`config.mk`:
```
export PLATFORM = sky130hd
export DESIGN_NAME = ext_bus_seq
export DESIGN_NICKNAME = d
export VERILOG_FILES = /design/src/rtl/ebs_pkg.sv /design/src/rtl/ebs_phase_timer.sv /design/src/rtl/ebs_sequencer.sv /design/src/rtl/ebs_pin_driver.sv /design/src/rtl/ext_bus_seq.sv
export SDC_FILE = /design/constraint.sdc
export NUM_CORES = 1
export LEC_CHECK = 0
export BUFFER_PORTS_ARGS = -buffer_cell sky130_fd_sc_hd__buf_2
export CAP_MARGIN = 20
export CORE_MARGIN = 1
export CORE_UTILIZATION = 30
export CTS_CLUSTER_DIAMETER = 100
export DETAILED_ROUTE_END_ITERATION = 16
export SLEW_MARGIN = 5
export SYNTH_ARGS = -nofsm -noshare
export SYNTH_HDL_FRONTEND = slang
export SYNTH_SLANG_ARGS = --single-unit
```
`constraint.sdc`:
```
create_clock -name clk -period 5.32 [get_ports clk]
set_clock_uncertainty 0.05 [all_clocks]
set_input_delay 1.064 -clock clk [delete_from_list [all_inputs] [get_ports clk]]
set_output_delay 1.064 -clock clk [all_outputs]
set_load 0.05 [all_outputs]
```
`src/rtl/ebs_pkg.sv`:
```
// Shared types for the external bus cycle sequencer.
// Assumes: all field widths below match the top-level configuration ports.
package ebs_pkg;

    localparam int LATCH_W = 3;
    localparam int ACC_W   = 5;
    localparam int HOLD_W  = 3;
    localparam int GAP_W   = 4;
    localparam int CNT_W   = 5;   // wide enough for the longest phase field

    typedef enum logic [2:0] {
        PH_IDLE,
        PH_SETUP,
        PH_ALE,
        PH_LHOLD,
        PH_ACCESS,
        PH_HOLD,
        PH_GAP
    } phase_e;

    typedef struct packed {
        logic [LATCH_W-1:0] t_latch;
        logic [ACC_W-1:0]   t_access;
        logic [HOLD_W-1:0]  t_hold;
        logic [GAP_W-1:0]   gap_wr;
        logic [GAP_W-1:0]   gap_rd;
        logic               hold_off_rd;
        logic               hold_off_wr;
        logic               burst;
    } timing_t;

endpackage

```
`src/rtl/ebs_phase_timer.sv`:
```
// Down-counter that measures one bus phase in external-clock ticks.
// A load sets the count to (length-1); expired pulses on the tick that
// ends the phase. Assumes tick is a single-cycle pulse.
module ebs_phase_timer #(
    parameter int W = 5
) (
    input  logic         clk,
    input  logic         rst_n,
    input  logic         tick,
    input  logic         load,
    input  logic [W-1:0] load_val,
    output logic         expired
);

    logic [W-1:0] cnt_q;

    // Load on phase entry, otherwise count down once per tick.
    always_ff @(posedge clk) begin
        if (!rst_n) begin
            cnt_q <= '0;
        end else if (load) begin
            cnt_q <= load_val;
        end else if (tick && (cnt_q != '0)) begin
            cnt_q <= cnt_q - 1'b1;
        end
    end

    // The phase ends on the tick seen while the count is zero.
    assign expired = tick && (cnt_q == '0);

endmodule

```
`src/rtl/ebs_sequencer.sv`:
```
// Phase state machine of the bus sequencer. It accepts a request at a tick
// and walks setup, latch, latch hold, access and hold. It then inserts the
// idle gap that the direction calls for. It captures read data and issues
// the completion pulse.
// Assumes: configuration is static while a cycle is in flight.
module ebs_sequencer
    import ebs_pkg::*;
#(
    parameter int AW = 20,
    parameter int DW = 16
) (
    input  logic          clk,
    input  logic          rst_n,
    input  logic          tick,
    input  logic          enable,
    input  logic          wide,
    input  timing_t       tm,
    input  logic          req_valid,
    input  logic          req_write,
    input  logic [AW-1:0] req_addr,
    input  logic [DW-1:0] req_wdata,
    input  logic [DW-1:0] din,
    output logic          req_ready,
    output phase_e        phase,
    output logic          cyc_write,
    output logic [AW-1:0] cyc_addr,
    output logic [DW-1:0] cyc_wdata,
    output logic          done,
    output logic [DW-1:0] rdata
);

    localparam int HALF = DW / 2;

    phase_e             phase_q, phase_d;
    logic               ld;
    logic [CNT_W-1:0]   ld_val;
    logic               expired;
    logic               skip_hold;
    logic               final_end;
    logic [GAP_W-1:0]   gap_len;
    logic               gap_needed;
    logic               accept;
    phase_e             end_phase;
    logic [CNT_W-1:0]   end_val;
    logic               write_q;
    logic [AW-1:0]      addr_q;
    logic [DW-1:0]      wdata_q;
    logic               done_q;
    logic [DW-1:0]      rdata_q;

    ebs_phase_timer #(.W(CNT_W)) u_timer (
        .clk      (clk),
        .rst_n    (rst_n),
        .tick     (tick),
        .load     (ld),
        .load_val (ld_val),
        .expired  (expired)
    );

    // The hold phase is dropped for the direction whose hold-off bit is set.
    assign skip_hold = write_q ? tm.hold_off_wr : tm.hold_off_rd;

    // The tick that leaves the last active phase of the cycle.
    assign final_end = expired &&
                       ((phase_q == PH_HOLD) || ((phase_q == PH_ACCESS) && skip_hold));

    // Idle gap length due after the current cycle.
    always_comb begin
        if (write_q) begin
            gap_len = tm.gap_wr;
        end else if (req_valid && !req_write) begin
            gap_len = tm.gap_rd;
        end else begin
            gap_len = '0;
        end
    end

    assign gap_needed = (gap_len != '0);

    // Request slots: idle tick, last gap tick, or a cycle end with no gap due.
    assign req_ready = enable && tick &&
                       ((phase_q == PH_IDLE) ||
                        ((phase_q == PH_GAP) && expired) ||
                        (final_end && !gap_needed));
    assign accept = req_ready && req_valid;

    // Where a finished cycle goes next.
    always_comb begin
        if (gap_needed) begin
            end_phase = PH_GAP;
            end_val   = CNT_W'(gap_len - 1'b1);
        end else if (accept && tm.burst) begin
            end_phase = PH_ACCESS;
            end_val   = CNT_W'(tm.t_access);
        end else if (accept) begin
            end_phase = PH_SETUP;
            end_val   = '0;
        end else begin
            end_phase = PH_IDLE;
            end_val   = '0;
        end
    end

    // Next phase and the timer load that goes with it.
    always_comb begin
        phase_d = phase_q;
        ld      = 1'b0;
        ld_val  = '0;
        if (!enable) begin
            phase_d = PH_IDLE;
            ld      = 1'b1;
        end else begin
            case (phase_q)
                PH_IDLE: begin
                    if (accept) begin
                        phase_d = PH_SETUP;
                        ld      = 1'b1;
                    end
                end
                PH_SETUP: begin
                    if (expired) begin
                        phase_d = PH_ALE;
                        ld      = 1'b1;
                        ld_val  = CNT_W'(tm.t_latch);
                    end
                end
                PH_ALE: begin
                    if (expired) begin
                        phase_d = PH_LHOLD;
                        ld      = 1'b1;
                    end
                end
                PH_LHOLD: begin
                    if (expired) begin
                        phase_d = PH_ACCESS;
                        ld      = 1'b1;
                        ld_val  = CNT_W'(tm.t_access);
                    end
                end
                PH_ACCESS: begin
                    if (expired && !skip_hold) begin
                        phase_d = PH_HOLD;
                        ld      = 1'b1;
                        ld_val  = CNT_W'(tm.t_hold);
                    end else if (expired) begin
                        phase_d = end_phase;
                        ld      = 1'b1;
                        ld_val  = end_val;
                    end
                end
                PH_HOLD: begin
                    if (expired) begin
                        phase_d = end_phase;
                        ld      = 1'b1;
                        ld_val  = end_val;
                    end
                end
                PH_GAP: begin
                    if (expired) begin
                        phase_d = accept ? PH_SETUP : PH_IDLE;
                        ld      = 1'b1;
                    end
                end
                default: begin
                    phase_d = PH_IDLE;
                    ld      = 1'b1;
                end
            endcase
        end
    end

    // Phase register.
    always_ff @(posedge clk) begin
        if (!rst_n) begin
            phase_q <= PH_IDLE;
        end else begin
            phase_q <= phase_d;
        end
    end

    // Capture the request fields when a request is taken.
    always_ff @(posedge clk) begin
        if (!rst_n) begin
            write_q <= 1'b0;
            addr_q  <= '0;
            wdata_q <= '0;
        end else if (accept) begin
            write_q <= req_write;
            addr_q  <= req_addr;
            wdata_q <= req_wdata;
        end
    end

    // Sample read data at the end of access, masked to the active lanes.
    always_ff @(posedge clk) begin
        if (!rst_n) begin
            rdata_q <= '0;
        end else if ((phase_q == PH_ACCESS) && expired && !write_q) begin
            rdata_q <= wide ? din : {{HALF{1'b0}}, din[HALF-1:0]};
        end
    end

    // One-cycle completion pulse after the final phase.
    always_ff @(posedge clk) begin
        if (!rst_n) begin
            done_q <= 1'b0;
        end else begin
            done_q <= enable && final_end;
        end
    end

    assign phase     = phase_q;
    assign cyc_write = write_q;
    assign cyc_addr  = addr_q;
    assign cyc_wdata = wdata_q;
    assign done      = done_q;
    assign rdata     = rdata_q;

endmodule

```
`src/rtl/ebs_pin_driver.sv`:
```
// Maps the current phase onto the external pins: chip select with
// selectable level, latch strobe, read/write strobes, and the shared or
// separate address/data lines.
// Assumes: AW >= DW so the shared bus can carry the low address bits.
module ebs_pin_driver
    import ebs_pkg::*;
#(
    parameter int AW = 20,
    parameter int DW = 16
) (
    input  logic          enable,
    input  logic          cs_high,
    input  logic          split,
    input  logic          wide,
    input  phase_e        phase,
    input  logic          cyc_write,
    input  logic [AW-1:0] cyc_addr,
    input  logic [DW-1:0] cyc_wdata,
    output logic          bus_cs,
    output logic          bus_ale,
    output logic          bus_rd_n,
    output logic          bus_wr_n,
    output logic [DW-1:0] bus_ad_out,
    output logic          bus_ad_oe,
    output logic [AW-1:0] bus_addr
);

    localparam int HALF = DW / 2;

    logic          active;
    logic          addr_phase;
    logic          data_phase;
    logic [DW-1:0] wdata_lane;

    // Phase decode shared by all pins.
    always_comb begin
        active     = enable && (phase inside {PH_SETUP, PH_ALE, PH_LHOLD, PH_ACCESS, PH_HOLD});
        addr_phase = enable && (phase inside {PH_SETUP, PH_ALE, PH_LHOLD});
        data_phase = enable && cyc_write && (phase inside {PH_ACCESS, PH_HOLD});
    end

    // Upper byte lane is forced to zero on an 8-bit bus.
    assign wdata_lane = wide ? cyc_wdata : {{HALF{1'b0}}, cyc_wdata[HALF-1:0]};

    // Control strobes.
    always_comb begin
        bus_cs   = cs_high ? active : !active;
        bus_ale  = enable && (phase == PH_ALE);
        bus_rd_n = !(enable && (phase == PH_ACCESS) && !cyc_write);
        bus_wr_n = !(enable && (phase == PH_ACCESS) && cyc_write);
    end

    // Address and data lines for the selected bus arrangement.
    always_comb begin
        if (split) begin
            bus_addr   = active ? cyc_addr : '0;
            bus_ad_oe  = data_phase;
            bus_ad_out = data_phase ? wdata_lane : '0;
        end else begin
            bus_addr   = '0;
            bus_ad_oe  = addr_phase || data_phase;
            if (addr_phase) begin
                bus_ad_out = cyc_addr[DW-1:0];
            end else if (data_phase) begin
                bus_ad_out = wdata_lane;
            end else begin
                bus_ad_out = '0;
            end
        end
    end

endmodule

```
`src/rtl/ext_bus_seq.sv`:
```
// Top of the external memory bus cycle sequencer. It gathers the timing
// fields into one structure and connects the phase machine to the pin
// driver. Assumes: tick is a one-cycle pulse per external clock period,
// and configuration changes only while no cycle is in flight.
module ext_bus_seq
    import ebs_pkg::*;
#(
    parameter int AW = 20,
    parameter int DW = 16
) (
    input  logic          clk,
    input  logic          rst_n,
    input  logic          tick,
    input  logic          cfg_enable,
    input  logic          cfg_wide,
    input  logic          cfg_cs_high,
    input  logic          cfg_split,
    input  logic          cfg_burst,
    input  logic [2:0]    cfg_t_latch,
    input  logic [4:0]    cfg_t_access,
    input  logic [2:0]    cfg_t_hold,
    input  logic          cfg_hold_off_rd,
    input  logic          cfg_hold_off_wr,
    input  logic [3:0]    cfg_gap_wr,
    input  logic [3:0]    cfg_gap_rd,
    input  logic          req_valid,
    input  logic          req_write,
    input  logic [AW-1:0] req_addr,
    input  logic [DW-1:0] req_wdata,
    output logic          req_ready,
    output logic          rsp_done,
    output logic [DW-1:0] rsp_rdata,
    output logic          bus_cs,
    output logic          bus_ale,
    output logic          bus_rd_n,
    output logic          bus_wr_n,
    output logic [DW-1:0] bus_ad_out,
    output logic          bus_ad_oe,
    output logic [AW-1:0] bus_addr,
    input  logic [DW-1:0] bus_din
);

    timing_t       tm;
    phase_e        phase;
    logic          cyc_write;
    logic [AW-1:0] cyc_addr;
    logic [DW-1:0] cyc_wdata;

    // Bundle the timing configuration.
    always_comb begin
        tm.t_latch     = cfg_t_latch;
        tm.t_access    = cfg_t_access;
        tm.t_hold      = cfg_t_hold;
        tm.gap_wr      = cfg_gap_wr;
        tm.gap_rd      = cfg_gap_rd;
        tm.hold_off_rd = cfg_hold_off_rd;
        tm.hold_off_wr = cfg_hold_off_wr;
        tm.burst       = cfg_burst;
    end

    ebs_sequencer #(.AW(AW), .DW(DW)) u_seq (
        .clk       (clk),
        .rst_n     (rst_n),
        .tick      (tick),
        .enable    (cfg_enable),
        .wide      (cfg_wide),
        .tm        (tm),
        .req_valid (req_valid),
        .req_write (req_write),
        .req_addr  (req_addr),
        .req_wdata (req_wdata),
        .din       (bus_din),
        .req_ready (req_ready),
        .phase     (phase),
        .cyc_write (cyc_write),
        .cyc_addr  (cyc_addr),
        .cyc_wdata (cyc_wdata),
        .done      (rsp_done),
        .rdata     (rsp_rdata)
    );

    ebs_pin_driver #(.AW(AW), .DW(DW)) u_pins (
        .enable     (cfg_enable),
        .cs_high    (cfg_cs_high),
        .split      (cfg_split),
        .wide       (cfg_wide),
        .phase      (phase),
        .cyc_write  (cyc_write),
        .cyc_addr   (cyc_addr),
        .cyc_wdata  (cyc_wdata),
        .bus_cs     (bus_cs),
        .bus_ale    (bus_ale),
        .bus_rd_n   (bus_rd_n),
        .bus_wr_n   (bus_wr_n),
        .bus_ad_out (bus_ad_out),
        .bus_ad_oe  (bus_ad_oe),
        .bus_addr   (bus_addr)
    );

endmodule

```
**Word-level counts from Yosys, hierarchy flattened**

Cells that the tools add are included.

- Register bits: 62
- Bits of input ports: 83
- Output and inout bits: 59
- Logic and storage cells: 103

- $add $sub $neg: 2
- Equal/unequal tests: 11
- Mux-type cells: 38
- Reduce and logical (&&, ||, !) cells: 45

Operators by type and width:

| kind | number |
|---|---|
| $mux W16 | 5 |
| $mux W20 | 2 |
| $mux W5 | 8 |
| $mux W3 | 10 |
| $logic_and A1 B1 Y1 | 23 |
| $pmux W3 S7 | 1 |
| $pmux W5 S4 | 1 |
| $reduce_bool A5 Y1 | 2 |
| $eq A3 B3 Y1 const B | 3 |
| $mux W1 | 8 |
| $mux W4 | 2 |
| $logic_not A1 Y1 | 7 |
| $eq A3 B2 Y1 const B | 2 |
| $ne A2 B2 Y1 const B | 3 |
| $logic_not A5 Y1 | 1 |
| $reduce_and A5 Y1 | 1 |
| $reduce_or A5 Y1 | 1 |
| $sub A4 B1 Y5 const B | 1 |
| $sub A5 B1 Y5 const B | 1 |
| $logic_or A1 B1 Y1 | 4 |
| $ne A2 B1 Y1 const B | 2 |
| $reduce_bool A2 Y1 | 2 |
| $reduce_bool A4 Y1 | 1 |
| $eq A3 B1 Y1 const B | 1 |
| other kinds (4) | 4 |

**Longest topological paths before layout**

Gate-level depths: netlist (run 1).

- Depth in word-level cells: 18
- Depth in mapped cells: 10
- Mapped depth without buffers: 8

**By module**

From an unflattened synthesis (run 1), not the netlist that was laid out.

- Cells, all modules: 449
- Area, all modules: 3,693.5 um2

Modules (own cells, without submodules):

| module | times used | cells each | area an instance (um2) | seq. area each (um2) |
|---|---|---|---|---|
| ebs_sequencer | 1 | 356 | 2,926.6 | 1,141.1 |
| ebs_pin_driver | 1 | 54 | 467.9 | 0.0 |
| ebs_phase_timer | 1 | 39 | 299.0 | 100.1 |

**Worst setup path before layout (run 1)**

Ideal clock, no wire load.

- Kind: input port to output port
- Start point: input port req_valid
- End point: output port req_ready
- Arrival time: 2.514 ns
- Required time: 4.206 ns
- Path slack: 1.692 ns
- Stages on the path: 5
- Path buffers: 0
- Cell sequence: nor4bb_1 a21oi_1 ha_1 a41oi_1 nor2_1

- Longest elaborated chain between the ends: 8

RTL lines:

| what | RTL line | text |
|---|---|---|
| start: declaration | ext_bus_seq.sv:26 | `input logic req_valid,` |
| $logic_and A1 B1 Y1 | ebs_sequencer.sv:71 | `end else if (req_valid && !req_write) begin` |
| $mux W4 | ebs_sequencer.sv:71 |  |
| $mux W4 | ebs_sequencer.sv:69 | `if (write_q) begin` |
| $reduce_bool A4 Y1 | ebs_sequencer.sv:78 | `assign gap_needed = (gap_len != '0);` |
| $logic_not A1 Y1 | ebs_sequencer.sv:84 | `(final_end && !gap_needed));` |
| $logic_and A1 B1 Y1 | ebs_sequencer.sv:84 |  |
| $logic_or A1 B1 Y1 | ebs_sequencer.sv:83 | `((phase_q == PH_GAP) && expired) \|\|` |
| $logic_and A1 B1 Y1 | ebs_sequencer.sv:81 | `assign req_ready = enable && tick &&` |
| end: declaration | ext_bus_seq.sv:30 | `output logic req_ready,` |

No other way between the ends.

**Worst setup path after layout (run 1)**

- Start point: input port cfg_enable
- End point: output port bus_ad_out[15]

- Longest elaborated chain between the ends: 5

RTL lines:

| what | RTL line | text |
|---|---|---|
| start: declaration | ext_bus_seq.sv:14 | `input logic cfg_enable,` |
| $logic_and A1 B1 Y1 (2 in series) | ebs_pin_driver.sv:39 | `data_phase = enable && cyc_write && (phase inside {PH_ACCESS, PH_HOLD});` |
| $mux W16 | ebs_pin_driver.sv:58, ebs_pin_driver.sv:64 |  |
| $mux W16 | ebs_pin_driver.sv:62 | `if (addr_phase) begin` |
| $mux W16 * | ebs_pin_driver.sv:55 | `if (split) begin` |
| end: declaration | ext_bus_seq.sv:37 | `output logic [DW-1:0] bus_ad_out,` |

Mark *: on every way between the ends. The rest lies on a longest branch, timed or not.

==> out/metrics.yaml, run 1 <==
syn_avg_cell_area_sq_um: 7.61
combPwrFrac_pct: 10.6
grt_pass1_wl_mm: 15.7
synth_edf_count: 0
wire_per_inst_um: 14.1
post_cts_buffers: 0
clockPowerShare_pct: 50.4
finish.instance_area_sq_mm: 0.00443
yosysSeqAreaShare_pct: 36.7
setup_tns_ns: 0
fin_crit_ns: 3.82
powerDensity_mw_per_mm2: 283
synthesis.nets: 531
ant_nets: 0
routabilityCongestion: 0.848
drtIter0Drc: 265
grt_start_max_net_pins: 60
crit_fanout: 13
clk_pin_slew_ns: 0.06
rr_worst_depth: 9
design.die.area_sq_mm: 0.0117
worstHoldPathType: "flop to flop"
grt_usage_pct: 17.1
cp.arrival_ns: 2.71
final_util_pct: 40.5
hold_start: "u_seq.cyc_addr[18]$_SDFFE_PN0N_"
sw_frac_of_total_pct: 24.7
pwr-share-seq_pct: 39.0
core_area_sq_mm: 0.0109
antenna_found_initial: 0
clock.fmax_mhz: 261
antenna_cells: 0
cp_data_required_time_ns: 4.21
irDropWorstVdd_mv: 0.164
top_level_ports: 142
r2r-end: "u_seq.cyc_wdata[0]$_SDFFE_PN0N_"
setup_viol: 0
io_buffers: 141
initial_core_util_pct: 31.0
status: "completed"
seq_area_sq_mm: 0.00124
clockBufferDepth: 2
via_per_inst: 5.02
cts-resized-gates: 0
max_slew_margin_pct: 33.5
hold_end: "u_seq.cyc_addr[18]$_SDFFE_PN0N_"
htreeDepth: 3
reg2reg_slack_ns: 2.16
cts-root-buf: "clkbuf_16"
crit_path_end_kind: "output port"
num_rows: 38
hold_buffers: 0
synth-seq-cells: 62
multi_input_area_sq_mm: 0.00193
syn-cell-area_sq_mm: 0.00339
p_leak_nw: 1.90
final_hold_viol_count: 0
min_delay_path_depth: 2
netlist_instances: 445
numCtsBuffers: 9
final_nets: 649
critPathLaunchType: "input pin"
p_int_w: 0.000944
fill_cells: 1186
min_period_over_period_pct: 71.9
post_dp_cell_area_sq_mm: 0.00411
tightest_slew_ns: 0.993
yosysWarnings: 0
drcViolationCount: 0
rsz0062_at_grt: "false"
die_y_um: 108
clk-insertion-delay-late_ns: 0.32
grt_pass1_vias: 3276
hpwl_mm: 7.28
vias: 3551
wl_mm: 10.0
critPathKind: "input pin to output port"
synthFlopType: "dfxtp_1"
grt-ovfl-total: 0
slew_viol_final: 0
clock-sinks: 62
dr.pass1.iters: 4
synthArstFlopShare_pct: 0
cts_tree: "done"
r2r-start: "u_seq.u_timer.cnt_q[0]$_SDFFE_PN0P_"
maxCapViolations: 0
ys_types: 52
drive_gt1_share_pct: 29.9
switchingPower_w: 0.000310
syn_to_final_growth_pct: 30.9
die_x_um: 108
cell type report:
class                   count  area share, %
flip-flops and latches     62           28.0
multi-input cells         338           43.6
repair buffers            145           16.6
clock inverters             7           2.20
clock buffers               9           5.08
inverters                   7          0.593
well taps                 140           3.95
sequential cells by signal (all words and copies together), names as in the netlist:
signal	cells
u_seq.cyc_addr	20
u_seq.cyc_wdata	16
u_seq.cyc_write	1
u_seq.done	1
u_seq.phase	3
u_seq.rdata	16
u_seq.u_timer.cnt_q	5
critical path, stage by stage:
cell,delay (ns)
buf_2,0.21
and4b_1,0.52
and2_1,0.42
a22o_1,0.22
buf_2,0.26
routing by layer:
layer / part of all wire, % / vias up / GRT usage (%)
li1: - / 1815 / -
met1: 45 / 1610 / 22.1
met2: 48 / 120 / 28.1
met3: 6.1 / 6 / 3.80
met4: 1.0 / 0 / 5.48
met5: 0 / - / 0
through the flow:
| step | total power (W) | std cells | worst slack [ns] | hold slack (ns) |
|---|---|---|---|---|
| after detailed placement | 0.000631 | 692 | 1.49 | 0.393 |
| after floorplan | 0.000581 | 445 | 1.69 | 0.374 |
| final | 0.00125 | 708 | 1.50 | 0.396 |
| after CTS | 0.00128 | 708 | 1.49 | 0.400 |
| after global routing | 0.00131 | 708 | 1.40 | 0.418 |
| after global placement | 0.000628 | 692 | 1.56 | 0.382 |
cell usage in the layout (no fill, tap or decap), types with 18 or more instances in the layout:
cell,synthesis,routed
nor2_1,21,21
buf_2,4,141
o21ai_1,32,32
dfxtp_1,62,62
o21ai_0,24,24
a21oi_1,18,18
nand3_1,55,55
and2_1,23,23
nand2_1,71,71
cell usage after synthesis, types with 5 or more instances:
| master | instances | share of area (%) |
|---|---|---|
| a21boi_0 | 16 | 3.5 |
| nand3_1 | 55 | 8.1 |
| a21oi_1 | 18 | 2.7 |
| and2_1 | 23 | 4.2 |
| buf_6 | 5 | 1.7 |
| nor2_1 | 21 | 2.3 |
| o21ai_0 | 24 | 3.5 |
| clkbuf_1 | 26 | 2.9 |
| nand2_1 | 71 | 7.9 |
| dfxtp_1 | 62 | 37 |
| and3_1 | 5 | 0.92 |
| inv_1 | 7 | 0.78 |
| o21ai_1 | 32 | 4.7 |
| a22o_1 | 16 | 4.1 |
kinds of logic after synthesis:
| kind of cell | Yosys count | synth area share (%) |
|---|---|---|
| AOI/OAI and AO/OA | 127 | 24.3 |
| buffers and inverters | 45 | 6.43 |
| and+or+nand+nor | 200 | 29.2 |
| DFF | 62 | 36.7 |
| muxes | 5 | 1.52 |
| adders and majority gates | 3 | 1.11 |
| xor gates and xnor gates | 3 | 0.776 |
power by group through the flow:
stage	clock (W)	combinational [W]	sequential [W]
after floorplan	0	0.0000868	0.000494
after global placement	0	0.000130	0.000498
after detailed placement	0	0.000133	0.000499
after CTS	0.000654	0.000133	0.000488
after global routing	0.000673	0.000148	0.000490
final	0.000632	0.000133	0.000489
worst max path at each step:
stage,endpoint,depth (start not counted),from,slack (ns)
finish,bus_ad_out[15],5,cfg_enable,1.50
global route,bus_ad_out[15],5,cfg_enable,1.40
CTS,bus_ad_out[15],5,cfg_enable,1.49
detailed placement,bus_ad_out[15],5,cfg_enable,1.49
global placement,bus_ad_out[15],5,cfg_enable,1.56
floorplan,req_ready,5,req_valid,1.69
(Power assumes the default switching activity.)
==> inputs of run 2 (changes only) <==
--- a/config.mk
+++ b/config.mk
@@ -5,6 +5,7 @@
 export SDC_FILE = /design/constraint.sdc
 export NUM_CORES = 1
 export LEC_CHECK = 0
+export ABC_AREA = 1
 export BUFFER_PORTS_ARGS = -buffer_cell sky130_fd_sc_hd__buf_2
 export CAP_MARGIN = 20
 export CORE_MARGIN = 1
==> constraint.sdc (replaced) <==
create_clock -name clk -period 3.1 [get_ports clk]
set_clock_uncertainty 0.05 [all_clocks]
set_input_delay 0.62 -clock clk [delete_from_list [all_inputs] [get_ports clk]]
set_output_delay 0.62 -clock clk [all_outputs]
set_load 0.05 [all_outputs]
==> run 2 against run 1 <==
Effect of this change:
- combinational power is 120% higher
- register-to-register slack worse by 1.3 ns
- hold slack better by 0.011 ns
- setup slack worse by 1.3 ns
- power grew 52%
- count of clock-buffer cells in the layout grew 1
- sequential share of layout area rose by 0.15 points
- via count rose by 3.7%
- final cell count grew 8.5%
- clock power increased by 24%
- highest routed layer unchanged
==> out/metrics.yaml, run 2 <==
top_usage_layer: "met2"
drcViolationCount: 0
hold_buffers: 0
pwr-share-seq_pct: 43.8
routabilityCongestion: 0.860
wire_per_inst_um: 13.0
antenna_found_initial: 0
grt_pass1_wl_mm: 16.3
synthArstFlopShare_pct: 0
setup_viol: 0
switchingPower_w: 0.000522
critPathKind: "input pin to output port"
powerDensity_mw_per_mm2: 433
wl_mm: 9.98
clockPowerShare_pct: 40.9
holdWs_ns: 0.407
design.die.area_sq_mm: 0.0117
reg2reg_slack_ns: 0.84
vias: 3684
layout_commonest_cell: "buf_2"
synthFlopType: "dfxtp_1"
clk-insertion-delay-late_ns: 0.33
crit_path_end_kind: "output port"
grt_usage_pct: 17.7
top_level_ports: 142
drive_gt1_share_pct: 32.0
core_area_sq_mm: 0.0109
synth_edf_count: 0
met3_usage_pct: 4.04
grt_pass1_vias: 3506
yosysWarnings: 0
netlist_instances: 488
min_period_over_period_pct: 93.1
hold_end: "u_seq.cyc_wdata[1]$_SDFFE_PN0N_"
max_slew_margin_pct: 58.0
final_hold_viol_count: 0
syn-cell-area_sq_mm: 0.00337
r2r-start: "u_seq.u_timer.cnt_q[0]$_SDFFE_PN0P_"
yosys.cell_count.top_type: "nand2_1"
yosysSeqAreaShare_pct: 36.8
worstHoldPathType: "flop to flop"
via_per_inst: 4.80
hpwl_mm: 7.43
final_cell_mix: "141 x buf_2, 67 x nand2_1, 62 x dfxtp_1"
grt-ovfl-total: 0
cts_tree: "done"
die_y_um: 108
num_rows: 38
rsz0062_at_grt: "false"
synth-seq-cells: 62
irDropWorstVdd_mv: 0.239
final_nets: 709
clock.fmax_mhz: 347
min_delay_path_depth: 2
p_int_w: 0.00139
maxCapViolations: 0
final_util_pct: 40.5
clk_pin_slew_ns: 0.07
drtIter0Drc: 216
syn_to_final_growth_pct: 30.8
synthTopCellsByArea: "dfxtp_1 37%, a21oi_1 8.6%, o21ai_0 8.5%"
initial_core_util_pct: 31.0
hold_start: "u_seq.cyc_wdata[1]$_SDFFE_PN0N_"
synth_common_cells: "67 x nand2_1, 62 x dfxtp_1, 58 x a21oi_1, 58 x inv_1, 57 x o21ai_0"
p_leak_nw: 2.05
sw_frac_of_total_pct: 27.3
critPathLaunchType: "input pin"
crit_fanout: 7
use_met1_pct: 21.9
grt_start_max_net_pins: 64
numCtsBuffers: 9
combPwrFrac_pct: 15.2
cp_data_required_time_ns: 2.43
fin_crit_ns: 2.88
die_x_um: 108
clock-sinks: 62
synth_top_area_cell: "dfxtp_1"
io_buffers: 141
cp.arrival_ns: 2.21
ys_types: 38
status: "completed"
dr.pass1.iters: 4
syn_avg_cell_area_sq_um: 6.91
cts-root-buf: "clkbuf_8"
clockBufferDepth: 2
r2r-end: "u_seq.rdata[7]$_SDFFE_PN0P_"
largest_register_ffs: 20
ant_nets: 0
rr_worst_depth: 9
antenna_cells: 0
use_met2_pct: 30.1
synthesis.nets: 574
slew_viol_final: 0
htreeDepth: 3
synth_top_area_share_pct: 36.8
tightest_slew_ns: 0.629
==> run 2: changes by cell type in the layout (fill, tap and decap cells not counted), moves of 15 or more <==
cell / previous run / this run
o21ai_1: 32 / 2
and2_1: 23 / 0
a21oi_1: 18 / 58
inv_1: 7 / 58
nor3_1: 3 / 23
a22o_1: 16 / 1
o21ai_0: 24 / 56
nand3_1: 55 / 34
a21boi_0: 16 / 0
nor2_1: 21 / 38
==> run 2: layout make-up <==
class | instances | area [sq um]
flip-flops and latches | 62 | 1240
multi-input cells | 334 | 1740
repair buffers | 150 | 786
fillers | 1154 | 6480
clock buffers | 10 | 128
clock inverters | 6 | 86.3
inverters | 66 | 254
well taps | 140 | 175
==> run 2: critical path, stage by stage <==
cell and delay (ns):
buf_2 0.11, inv_1 0.06, nor2_2 0.05, nand2_1 0.05, nand2_1 0.04, o21ai_1 0.13, ha_1 0.24, nand3_2 0.11
nor2_4 0.17, nand2_2 0.10, nand2_4 0.09, nand2_1 0.06, inv_1 0.10, buf_2 0.28
==> run 2: kinds of logic (layout without fill, tap and decap cells) <==
kind of cell	Yosys count	count (layout)	share of synthesized area (%)
AO/OA/AOI/OAI	136	136	21.8
buffers and inverters	92	232	11.6
adder cells (fa/ha/maj)	3	3	1.11
XOR/XNOR	5	5	1.30
flip-flops	62	62	36.8
AND/OR/NAND/NOR	190	190	27.4
==> run 2: how the worst max path moves through the flow <==
stage | from | to | slack (ns) | cells past startpoint
global placement | req_valid | req_ready | 0.22 | 14
detailed placement | req_valid | req_ready | 0.16 | 14
finish | req_valid | req_ready | 0.22 | 14
CTS | u_seq.cyc_write$_SDFFE_PN0N_ | req_ready | 0.12 | 10
floorplan | cfg_enable | bus_ad_out[13] | -0.01 | 4
global route | u_seq.cyc_write$_SDFFE_PN0N_ | req_ready | 0.02 | 12
==> run 2: layer usage <==
metal	vias to the layer above	part of all wire [%]
met4	0	1.7
li1	1874	-
met5	-	0
met3	12	5.9
met2	121	47
met1	1677	45
==> run 2: what timing repair did <==
action / CTS / global route
endpoints found under the setup margin: 0 / 1
buffers inserted: 0 / 0
gates resized for setup: 0 / 1
==> run 2: per-stage QoR <==
| step | total power (W) | instance area (sq um) | setup TNS (ns) | setup slack (ns) | instances |
|---|---|---|---|---|---|
| after global routing | 0.00201 | 4410 | 0 | 0.0188 | 768 |
| after global placement | 0.00114 | 4200 | 0 | 0.223 | 752 |
| after CTS | 0.00194 | 4410 | 0 | 0.116 | 768 |
| after floorplan | 0.00104 | 3370 | -0.0207 | -0.0104 | 488 |
| final | 0.00191 | 4410 | 0 | 0.215 | 768 |
| after detailed placement | 0.00115 | 4200 | 0 | 0.156 | 752 |
==> run 2: power groups by stage <==
stage,clock network [W],registers [W],logic [W]
after floorplan,0,0.000853,0.000192
after global placement,0,0.000855,0.000286
after detailed placement,0,0.000856,0.000291
after CTS,0.000805,0.000837,0.000293
after global routing,0.000843,0.000841,0.000329
final,0.000782,0.000837,0.000291
